--- src/rtl/hdlc_rxq_pkg.sv ---
// Package: shared types for the HDLC receive queue.
// Assumes 8-bit bytes from the deframer.
package hdlc_rxq_pkg;

    localparam int BYTE_W = 8;

    // One queue slot: the byte together with its frame tags
    typedef struct packed {
        logic              last;
        logic              short_f;
        logic [BYTE_W-1:0] data;
    } rxq_entry_t;

    // Interrupt mode encoding seen on int_mode
    typedef enum logic [1:0] {
        MODE_OFF     = 2'd0,
        MODE_FIRST   = 2'd1,
        MODE_SPECIAL = 2'd2,
        MODE_THRESH  = 2'd3
    } rx_mode_e;

endpackage

--- src/rtl/hdlc_rxq_store.sv ---
// Module: tagged byte FIFO with head and second-entry views.
// Assumes DEPTH >= 2; the caller never asserts wr_en with a full queue
// (it uses ovw_en instead) nor rd_en on an empty queue.
module hdlc_rxq_store
    import hdlc_rxq_pkg::*;
#(
    parameter int DEPTH = 4,
    localparam int PTR_W = (DEPTH > 1) ? $clog2(DEPTH) : 1,
    localparam int CNT_W = $clog2(DEPTH + 1)
) (
    input  logic             clk,
    input  logic             rst_n,
    input  logic             wr_en,
    input  logic             ovw_en,
    input  rxq_entry_t       wr_ent,
    input  logic             rd_en,
    input  logic             flush,
    output rxq_entry_t       head_ent,
    output rxq_entry_t       next_ent,
    output logic [CNT_W-1:0] count
);

    rxq_entry_t       mem [DEPTH];
    logic [PTR_W-1:0] wr_ptr;
    logic [PTR_W-1:0] rd_ptr;

    function automatic logic [PTR_W-1:0] ptr_fwd(input logic [PTR_W-1:0] p);
        return (p == PTR_W'(DEPTH - 1)) ? '0 : p + 1'b1;
    endfunction

    function automatic logic [PTR_W-1:0] ptr_back(input logic [PTR_W-1:0] p);
        return (p == '0) ? PTR_W'(DEPTH - 1) : p - 1'b1;
    endfunction

    // Slot storage, pointer and occupancy update
    always_ff @(posedge clk) begin
        if (!rst_n) begin
            wr_ptr <= '0;
            rd_ptr <= '0;
            count  <= '0;
            for (int i = 0; i < DEPTH; i++) mem[i] <= '0;
        end else if (flush) begin
            wr_ptr <= '0;
            rd_ptr <= '0;
            count  <= '0;
        end else begin
            if (wr_en) begin
                mem[wr_ptr] <= wr_ent;
                wr_ptr      <= ptr_fwd(wr_ptr);
            end
            if (ovw_en) mem[ptr_back(wr_ptr)] <= wr_ent;
            if (rd_en) rd_ptr <= ptr_fwd(rd_ptr);
            case ({wr_en, rd_en})
                2'b10:   count <= count + 1'b1;
                2'b01:   count <= count - 1'b1;
                default: count <= count;
            endcase
        end
    end

    // Head and the entry that becomes head on the next pop
    assign head_ent = mem[rd_ptr];
    assign next_ent = mem[ptr_fwd(rd_ptr)];

endmodule

--- src/rtl/hdlc_rxq_event_sel.sv ---
// Module: picks the end-of-frame event and the receive interrupt per mode.
// Assumes mode and threshold are steady while traffic flows.
module hdlc_rxq_event_sel
    import hdlc_rxq_pkg::*;
#(
    parameter int CNT_W = 3,
    parameter int THR_W = 2
) (
    input  rx_mode_e         mode,
    input  logic [THR_W-1:0] threshold,
    input  logic [CNT_W-1:0] count,
    input  logic             head_last,
    input  logic             push_last,
    input  logic             read_last,
    output logic             eof_set,
    output logic             eof_irq_en,
    output logic             rx_int
);

    // End-of-frame timing point and interrupt enable for each mode
    always_comb begin
        eof_set    = 1'b0;
        eof_irq_en = 1'b0;
        rx_int     = 1'b0;
        case (mode)
            MODE_OFF: begin
                eof_set = head_last;
            end
            MODE_FIRST: begin
                eof_set    = read_last;
                eof_irq_en = 1'b1;
                rx_int     = (count != '0);
            end
            MODE_SPECIAL: begin
                eof_set    = read_last;
                eof_irq_en = 1'b1;
            end
            default: begin
                eof_set    = (threshold == '0) ? head_last : push_last;
                eof_irq_en = 1'b1;
                rx_int     = (32'(count) > 32'(threshold));
            end
        endcase
    end

endmodule

--- src/rtl/hdlc_rxq_status.sv ---
// Module: sticky special-condition flags and the special interrupt request.
// Assumes err_reset is a single-cycle command; clearing wins over setting.
module hdlc_rxq_status (
    input  logic clk,
    input  logic rst_n,
    input  logic ovr_set,
    input  logic short_set,
    input  logic eof_set,
    input  logic eof_irq_en,
    input  logic frame_start,
    input  logic err_reset,
    output logic ovr,
    output logic short_f,
    output logic eof,
    output logic sp_req
);

    logic eof_irq;

    // Flag set, hold and clear
    always_ff @(posedge clk) begin
        if (!rst_n || err_reset) begin
            ovr     <= 1'b0;
            short_f <= 1'b0;
            eof     <= 1'b0;
            eof_irq <= 1'b0;
        end else begin
            ovr     <= ovr | ovr_set;
            short_f <= short_f | short_set;
            if (eof_set)          eof <= 1'b1;
            else if (frame_start) eof <= 1'b0;
            eof_irq <= eof_irq | (eof_set & eof_irq_en);
        end
    end

    // Any pending condition requests the special interrupt
    assign sp_req = ovr | short_f | eof_irq;

endmodule

--- src/rtl/hdlc_rx_queue.sv ---
// Module: HDLC receive queue top. Accepts tagged bytes, exposes the head
// as the data register, derives special conditions and locks the queue
// while the special interrupt is pending.
// Assumes one byte per cycle at most and DEPTH >= 2.
module hdlc_rx_queue
    import hdlc_rxq_pkg::*;
#(
    parameter int DEPTH = 4,
    parameter int THR_W = 2,
    localparam int CNT_W = $clog2(DEPTH + 1)
) (
    input  logic             clk,
    input  logic             rst_n,
    input  logic             rx_valid,
    input  logic [7:0]       rx_data,
    input  logic             rx_last,
    input  logic             rx_short,
    input  logic             rd_strobe,
    input  logic             err_reset,
    input  logic             queue_flush,
    input  logic [1:0]       int_mode,
    input  logic [THR_W-1:0] rx_threshold,
    input  logic             es_int_in,
    input  logic             tx_int_in,
    output logic [7:0]       rd_data,
    output logic             rx_avail,
    output logic [7:0]       rx_status,
    output logic [7:0]       int_monitor,
    output logic             sp_int,
    output logic             rx_int
);

    rxq_entry_t       in_ent, head_ent, next_ent, arrive_ent;
    logic [CNT_W-1:0] q_count;
    logic             full, empty, more_than_one;
    logic             push_ok, pop_ok, ovw, wr;
    logic             head_chg, after_last;
    logic             eof_set, eof_irq_en;
    logic             st_ovr, st_short, st_eof;

    // Incoming slot and queue-state decode
    always_comb begin
        in_ent.last    = rx_last;
        in_ent.short_f = rx_short;
        in_ent.data    = rx_data;
        full           = (q_count == CNT_W'(DEPTH));
        empty          = (q_count == '0);
        more_than_one  = (q_count > CNT_W'(1));
    end

    // Push/pop gating: the pending special interrupt freezes the queue
    always_comb begin
        pop_ok   = rd_strobe & ~sp_int & ~empty & ~queue_flush;
        push_ok  = rx_valid & ~sp_int & ~queue_flush;
        ovw      = push_ok & full & ~pop_ok;
        wr       = push_ok & ~ovw;
        head_chg = (empty & push_ok) | (pop_ok & (more_than_one | push_ok));
        arrive_ent = (pop_ok & more_than_one) ? next_ent : in_ent;
    end

    // Remembers whether the last accepted byte closed a frame
    always_ff @(posedge clk) begin
        if (!rst_n || queue_flush) after_last <= 1'b0;
        else if (push_ok)          after_last <= rx_last;
    end

    hdlc_rxq_store #(.DEPTH(DEPTH)) u_store (
        .clk      (clk),
        .rst_n    (rst_n),
        .wr_en    (wr),
        .ovw_en   (ovw),
        .wr_ent   (in_ent),
        .rd_en    (pop_ok),
        .flush    (queue_flush),
        .head_ent (head_ent),
        .next_ent (next_ent),
        .count    (q_count)
    );

    hdlc_rxq_event_sel #(.CNT_W(CNT_W), .THR_W(THR_W)) u_evsel (
        .mode       (rx_mode_e'(int_mode)),
        .threshold  (rx_threshold),
        .count      (q_count),
        .head_last  (head_chg & arrive_ent.last),
        .push_last  (push_ok & rx_last),
        .read_last  (pop_ok & head_ent.last),
        .eof_set    (eof_set),
        .eof_irq_en (eof_irq_en),
        .rx_int     (rx_int)
    );

    hdlc_rxq_status u_status (
        .clk         (clk),
        .rst_n       (rst_n),
        .ovr_set     (ovw | (rx_valid & sp_int & ~queue_flush)),
        .short_set   (head_chg & arrive_ent.short_f),
        .eof_set     (eof_set),
        .eof_irq_en  (eof_irq_en),
        .frame_start (push_ok & after_last),
        .err_reset   (err_reset),
        .ovr         (st_ovr),
        .short_f     (st_short),
        .eof         (st_eof),
        .sp_req      (sp_int)
    );

    // Register views toward the CPU
    assign rd_data     = head_ent.data;
    assign rx_avail    = ~empty;
    assign rx_status   = {st_ovr, st_eof, 5'b00000, st_short};
    assign int_monitor = {es_int_in, sp_int, rx_int, tx_int_in, 4'b0000};

endmodule

--- config.mk ---
export PLATFORM = sky130hd
export DESIGN_NAME = hdlc_rx_queue
export DESIGN_NICKNAME = d
export VERILOG_FILES = /design/src/rtl/hdlc_rxq_pkg.sv /design/src/rtl/hdlc_rxq_store.sv /design/src/rtl/hdlc_rxq_event_sel.sv /design/src/rtl/hdlc_rxq_status.sv /design/src/rtl/hdlc_rx_queue.sv
export SDC_FILE = /design/constraint.sdc
export NUM_CORES = 1
export LEC_CHECK = 0
export BUFFER_PORTS_ARGS = -buffer_cell sky130_fd_sc_hd__buf_4
export CORE_UTILIZATION = 45
export DETAILED_ROUTE_END_ITERATION = 12
export GPL_TIMING_DRIVEN = 0
export PLACE_DENSITY = 0.66
export SLEW_MARGIN = 15
export SYNTH_ARGS = -nofsm -noshare
export SYNTH_HDL_FRONTEND = slang
export SYNTH_SLANG_ARGS = --single-unit
--- constraint.sdc ---
create_clock -name clk -period 2.8 [get_ports clk]
set_input_delay 0.14 -clock clk [delete_from_list [all_inputs] [get_ports clk]]
set_output_delay 0.14 -clock clk [all_outputs]
set_load 0.01 [all_outputs]
==> impl_results.md, run 1 <==
* IO buf count at 37
* Clock slew at reported path FFs at 90 ps
* Leading area contributor after synthesis: edfxtp_1
* Final WL at 5790 um
* Netlist Area Pre-Place at 2933 um2
* Run status: finished clean
* Hold Buf Count CTS at 0
* Die width at 82.73 um
* Sequential share of power at 57.3%
* Clock Path Buffers at 2
* GRT overflow at 0
* Leak at 1.442 nW
* Global-route usage over all layers at 18.22%
* Final slew viol count at 0
* CP Data Arrival Time at 2540 ps
* Setup Skew at 5.440 ps
* Largest net degree at the start of global routing at 18
* CP Capture Type: flop
* Critical Path Max Stage Delay at 450 ps
* First-pass GRT wire length at 9018 um
* Post-route cell area at 3457 um2
* Layout net count at 335
* Via count at 1946
* Multi-input gate area in the final layout at 1260 um2
* TritonRoute pass-1 iters at 4
* Max transition margin at 61.06%
* R2R Setup Slk at 250 ps
* Startpoint Class: flop
* Internal power at 1.201 mW
* Wire per inst at 15.32 um
* Number of flops mapped to enable cells by yosys at 40
* Buf+Inv Stages, Crit Path at 3
* Layout cells sized above 1 at 30.56%
* DR iter-0 viols at 116
* Filler cell count at 576
* H-tree depth at 2
* Min Clock Period, post-route at 2547 ps
* # rows at 29
* FFs w/ async S/R, synth at 0%
* Cell Chain, Critical Path: inv_1 > ha_1 > inv_1 > a211oi_2 > o32ai_1 > clkbuf_1 > nand2_1 > nand2_2
* Clk pwr share at 29.2%
* RSZ-0062 raised after global routing: no
* Power per cell area at 458.7 nW/um2
* Power share of the combinational group at 13.5%
* Max-Cap Viols at 0
* Vias in the first global route at 1843
* Area contributors post-synth: edfxtp_1 (41%), dfxtp_1 (9.6%), mux4_2 (7.7%)
* CP Data Required Time at 2790 ps
* Top cell type's share of synthesized area at 40.96%
* Sw Share at 24.28%
* Register area at 1481 um2
* Worst path top cell family by delay: buffers and inverters
* Place WS at 177.8 ps
* Final setup violation count at 0
* Worst Tran Pin Value at 584.0 ps
* Number of inserted diodes at 0
* CTS sink count at 54
* Hold WC Path Type: in2reg
* F_max at 0.3926 GHz
* Drt drc at 0
* Via density at 5.148
* Area Growth Syn to Fin at 17.88%
* Synth cell types at 47
* Peak VDD IR at 0.2578 mV
* Hold Vio Cnt, Final at 0
* TritonCTS clock tree: yes
* Initial Util at 46.45%
* Crit Path Max Fanout at 10
* Yosys warns at 0
* Die Ht at 82.73 um
* Mapped Cells at 246
* Synthesis-stage register bit count at 54
* Slowest stage cell on the critical path: clkbuf_1
* Inserted Clock Buffers at 5
* Crit path kind: reg2reg
* Worst skew pair latency at 310 ps
* Post-DP HPWL at 4285 um
* Die Area at 6844 um2
* Final Cycle Share at 90.97%
* Root Driver: clkbuf_8
* Core ar. at 6314 um2
* Sw power at 0.3850 mW
* Final ANT Viol Nets at 0
* Synth Flop Type: edfxtp_1
* Initial antenna violation count at 0
* Crit path top cell by count: inv_1
* Syn avg cell area at 11.92 um2
* IO Pins at 49
* Dpl cell area at 3356 um2
* Sequential area share after synthesis at 50.51%
* RePlAce Congestion at 0.8404
* Final worst slack at 252.7 ps
[power by group through the flow]
stage / clock, mW / combinational (mW) / sequential [mW]
after floorplan: 0 / 0.131 / 0.923
after global placement: 0 / 0.208 / 0.927
after detailed placement: 0 / 0.213 / 0.929
after CTS: 0.474 / 0.215 / 0.910
after global routing: 0.505 / 0.237 / 0.914
final: 0.462 / 0.214 / 0.909
[state kept, by name, indices dropped and copies added (netlist names), named ones only]
name              flops
u_status.eof_irq      1
u_status.short_f      1
u_store.mem          40
u_store.wr_ptr        2
u_status.eof          1
u_status.ovr          1
after_last            1
u_store.count         3
u_store.rd_ptr        2
[cell families after synthesis]
group | share of synthesized area, %
mux | 9.428
fa+ha+maj | 5.546
buf+inv | 7.636
compound gates | 9.727
other cells | 0.1279
simple gates | 16.43
flops | 50.51
xor+xnor | 0.5974
[routing by layer]
layer  vias up  wire length (um)  GRT usage, %  part of all wire (%)
met1       927              2679         24.39                    46
met5         -                 0             0                     0
met2        39              2842         30.08                    49
li1        974                 -             -                     -
met3         6               205         3.846                   3.5
met4         0                62         4.483                   1.1
[path summary, 6_finish.rpt]
path              cells after the start             start           endpoint
setup / recovery                      8  u_store.count[0]  u_store.mem[0][1]
hold / removal                        3          rx_valid       u_status.ovr
setup reg to reg                      8  u_store.count[0]  u_store.mem[0][1]
hold reg to reg                       2        after_last         after_last
[through the flow]
stage	setup TNS, ps	util, %	hold slack [ps]	total power, mW	instances
after detailed placement	0	53.15	429.3	1.142	370
after CTS	0	54.72	103.2	1.599	378
after global routing	0	54.76	115.8	1.656	378
after floorplan	0	-	296.2	1.054	254
after global placement	-9508	52.85	417.7	1.135	368
final	0	54.76	103.3	1.586	378
[synthesized netlist by cell type (4+ instances only)]
cell      instances
a21oi_1          10
and2_1           30
and3_1           13
buf_4            16
clkbuf_1          4
dfxtp_1          14
edfxtp_1         40
ha_1             13
inv_1            16
mux2i_1           4
mux4_2           10
nand2_1          10
nand2b_1          5
nor2_1           13
o21ai_0           5
[what timing repair did]
action | CTS | global route
setup endpoints to repair | 0 | 10
setup buffers | 0 | 0
endpoints found under the hold margin | 0 | 0
resized for setup | 0 | 1
[cell usage in the layout, fill, tap and decap left out, drive strengths merged, types with 4 or more instances in the layout]
cell and instances:
mux2i 4, nor3 4, clkbuf 10, a21oi 11, conb 9, inv 18, edfxtp 40, mux4 10
o21ai 5, and3 13, dfxtp 14, nand2b 5, and2 30, ha 13, nand2 10, nor2 13
buf 59
[final cells by class]
type	count	share of cell area (%)
repair buffers	39	8.578
multi-input cells	159	36.45
well taps	77	2.787
flip-flops and latches	54	42.85
clock inverters	2	0.4705
plain buffers	24	4.633
clock buffers	6	2.389
inverters	17	1.846
[worst register-to-register path, delay by kind of cell (launching register included)]
kind / cells / cell delay (ps)
adder cells (fa/ha/maj): 1 / 310
AND/OR/NAND/NOR: 2 / 400
buffers and inverters: 3 / 690
AO/OA/AOI/OAI: 2 / 410
flip-flops: 1 / 430
Note: power is estimated with default switching activity, not from simulation.
==> inputs of run 2 (changes only) <==
GPL_TIMING_DRIVEN = not set   (was 0)
==> run 2 against run 1 <==
Compared with the run above:
- final cell count decreased by 5.3%
- worst hold slack got worse by 7.3 ps
- register-to-register slack improved by 140 ps
- clock skew increased by 3.5 ps
- count of clock-buffer cells in the layout decreased by 1
- power increased by 3.9%
- wire length decreased by 1.7%
- clock power increased by 17%
- flip-flop and latch count unchanged
- non-clock buffer count decreased by 20
- combinational power decreased by 8%
- highest routed layer unchanged
==> impl_results.md, run 2 (synthesis results as in run 1) <==
* Critical Path Max Stage Delay at 390 ps (-60 ps)
* Largest regs: u_store.mem (40), u_store.count (3)
* Buf+Inv Stages, Crit Path at 2 (-1)
* Peak VDD IR at 0.2507 mV (-2.8%)
* Setup Skew at 8.917 ps (+3.477 ps)
* Clock slew at reported path FFs at 100 ps (about the same)
* Die Area at 6844 um2 (unchanged)
* Final ANT Viol Nets at 0 (unchanged)
* First-pass GRT wire length at 8976 um (-0.47%)
* Number of inserted diodes at 0 (unchanged)
* Post-CTS Setup Bufs at 0 (unchanged)
* Layout net count at 315 (-6.0%)
* Final setup violation count at 0 (unchanged)
* Clock Path Buffers at 2 (unchanged)
* Area Growth Syn to Fin at 13.87%
* Commonest non-fill, non-tap cell in the layout: buf_4
* Largest net degree at the start of global routing at 19 (+1)
* Max transition margin at 65.22% (+4.2 points)
* Post_cts resized at 0 (unchanged)
* Worst Tran Pin Value at 520.4 ps (-63.62 ps)
* H-tree depth at 2 (unchanged)
* CP Data Arrival Time at 2400 ps (-140 ps)
* Core ar. at 6314 um2 (unchanged)
* Crit path top cell by count: inv_1
* Die Ht at 82.73 um (unchanged)
* # rows at 29 (unchanged)
* CTS sink count at 54 (unchanged)
* Final core occ at 52.89% (-1.9 points)
* DR iter-0 viols at 123 (+6.0%)
* Most frequent cells in the layout: buf_4 (43), edfxtp_1 (40), and2_1 (30)
* Inserted Clock Buffers at 5 (unchanged)
* Via density at 5.277 (+2.5%)
* Layout cells sized above 1 at 27.05% (-3.5 points)
* RSZ-0062 raised after global routing: no
* Worst skew pair latency at 310 ps (about the same)
* Initial antenna violation count at 0 (unchanged)
* Final Non-Filler Cells at 358 (-5.3%)
* CP Capture Type: flop
* Leak at 1.360 nW (-5.7%)
* Max-Cap Viols at 0 (unchanged)
* Crit path kind: reg2reg
* Post-DP HPWL at 4256 um (-0.68%)
* Min Clock Period, post-route at 2411 ps (-136.3 ps)
* Root Driver: clkbuf_8
* Max FFs per register at 40 (unchanged)
* Final slew viol count at 0 (unchanged)
* TritonRoute pass-1 iters at 4 (unchanged)
* Die width at 82.73 um (unchanged)
* Via count at 1889 (-2.9%)
* CP Data Required Time at 2790 ps (about the same)
* IO buf count at 35 (-5.4%)
* Sum Neg Setup Slack at 0 ps (unchanged)
* Initial Util at 46.45% (unchanged)
* Drt drc at 0 (unchanged)
* Hold Buf Count CTS at 0 (unchanged)
* Hold WC Path Type: in2reg
* Largest reg by FF count: u_store.mem
* Slowest stage cell on the critical path: nand2b_1
* Placed cell count at 350 (-5.4%)
* Startpoint Class: flop
* Global-route usage over all layers at 18.29% (+0.069 points)
* IO Pins at 49 (unchanged)
* Vias in the first global route at 1762 (-4.4%)
* Final Cycle Share at 86.11% (-4.9 points)
* Run status: finished clean
* R2R Setup Slk at 390 ps (+140 ps)
* Cell Chain, Critical Path: inv_1 > ha_1 > inv_1 > a211oi_2 > o211ai_2 > and3_1 > nand2b_1
* F_max at 0.4148 GHz (+5.7%)
* TritonCTS clock tree: yes
* Crit Path Max Fanout at 11 (+1)
* Wire per inst at 15.90 um (+3.8%)
* GRT overflow at 0 (unchanged)
* Worst path top cell family by delay: simple AND/OR/NAND/NOR gates
* RePlAce Congestion at 0.8575 (+2.0%)
* Hold Vio Cnt, Final at 0 (unchanged)
* Power per cell area at 493.6 nW/um2 (+7.6%)
* Final WL at 5691 um (-1.7%)
run 2: metrics by stage:
step	power, mW	setup WS (ps)	instance area [um2]	hold slack (ps)
after floorplan	1.054	370.5	2963	296.2
after global placement	1.124	460.6	3222	280.1
after detailed placement	1.126	381.2	3222	280.1
after CTS	1.663	354.0	3339	85.73
after global routing	1.711	136.6	3339	113.8
final	1.648	389.0	3339	95.95
run 2: worst min-delay path, cell delays in order:
cell	delay, ps
buf_4	100
a31oi_1	60
nor2_1	70
run 2: layout make-up:
| cell class | instances | area (um2) |
|---|---|---|
| Clock inverter | 3 | 48.80 |
| Multi-Input combinational cell | 159 | 1257 |
| Sequential cell | 54 | 1481 |
| Timing Repair Buffer | 43 | 322.8 |
| Clock buffer | 5 | 68.82 |
| Tap cell | 77 | 96.34 |
| Inverter | 17 | 63.81 |
| Fill cell | 578 | 2974 |
run 2: power by group:
group	switching [mW]	total [mW]	internal, mW
clock network	0.269	0.542	0.273
logic	0.108	0.196	0.0884
registers	0.0140	0.910	0.896
total	0.391	1.65	1.26
run 2: path summary, 6_finish.rpt:
check / to / from / cells past startpoint
max: u_store.mem[2][6] / u_store.count[0] / 7
min: u_status.ovr / rx_valid / 3
max reg2reg: u_store.mem[2][6] / u_store.count[0] / 7
min reg2reg: u_store.rd_ptr[1] / u_store.rd_ptr[1] / 2
run 2: metal layers:
metal | part of all wire (%) | track usage [%] | vias up
met2 | 48 | 29.34 | 58
met4 | 1.4 | 6.034 | 0
met3 | 5.5 | 4.066 | 10
met1 | 45 | 24.47 | 891
met5 | 0 | 0 | -
li1 | - | - | 930
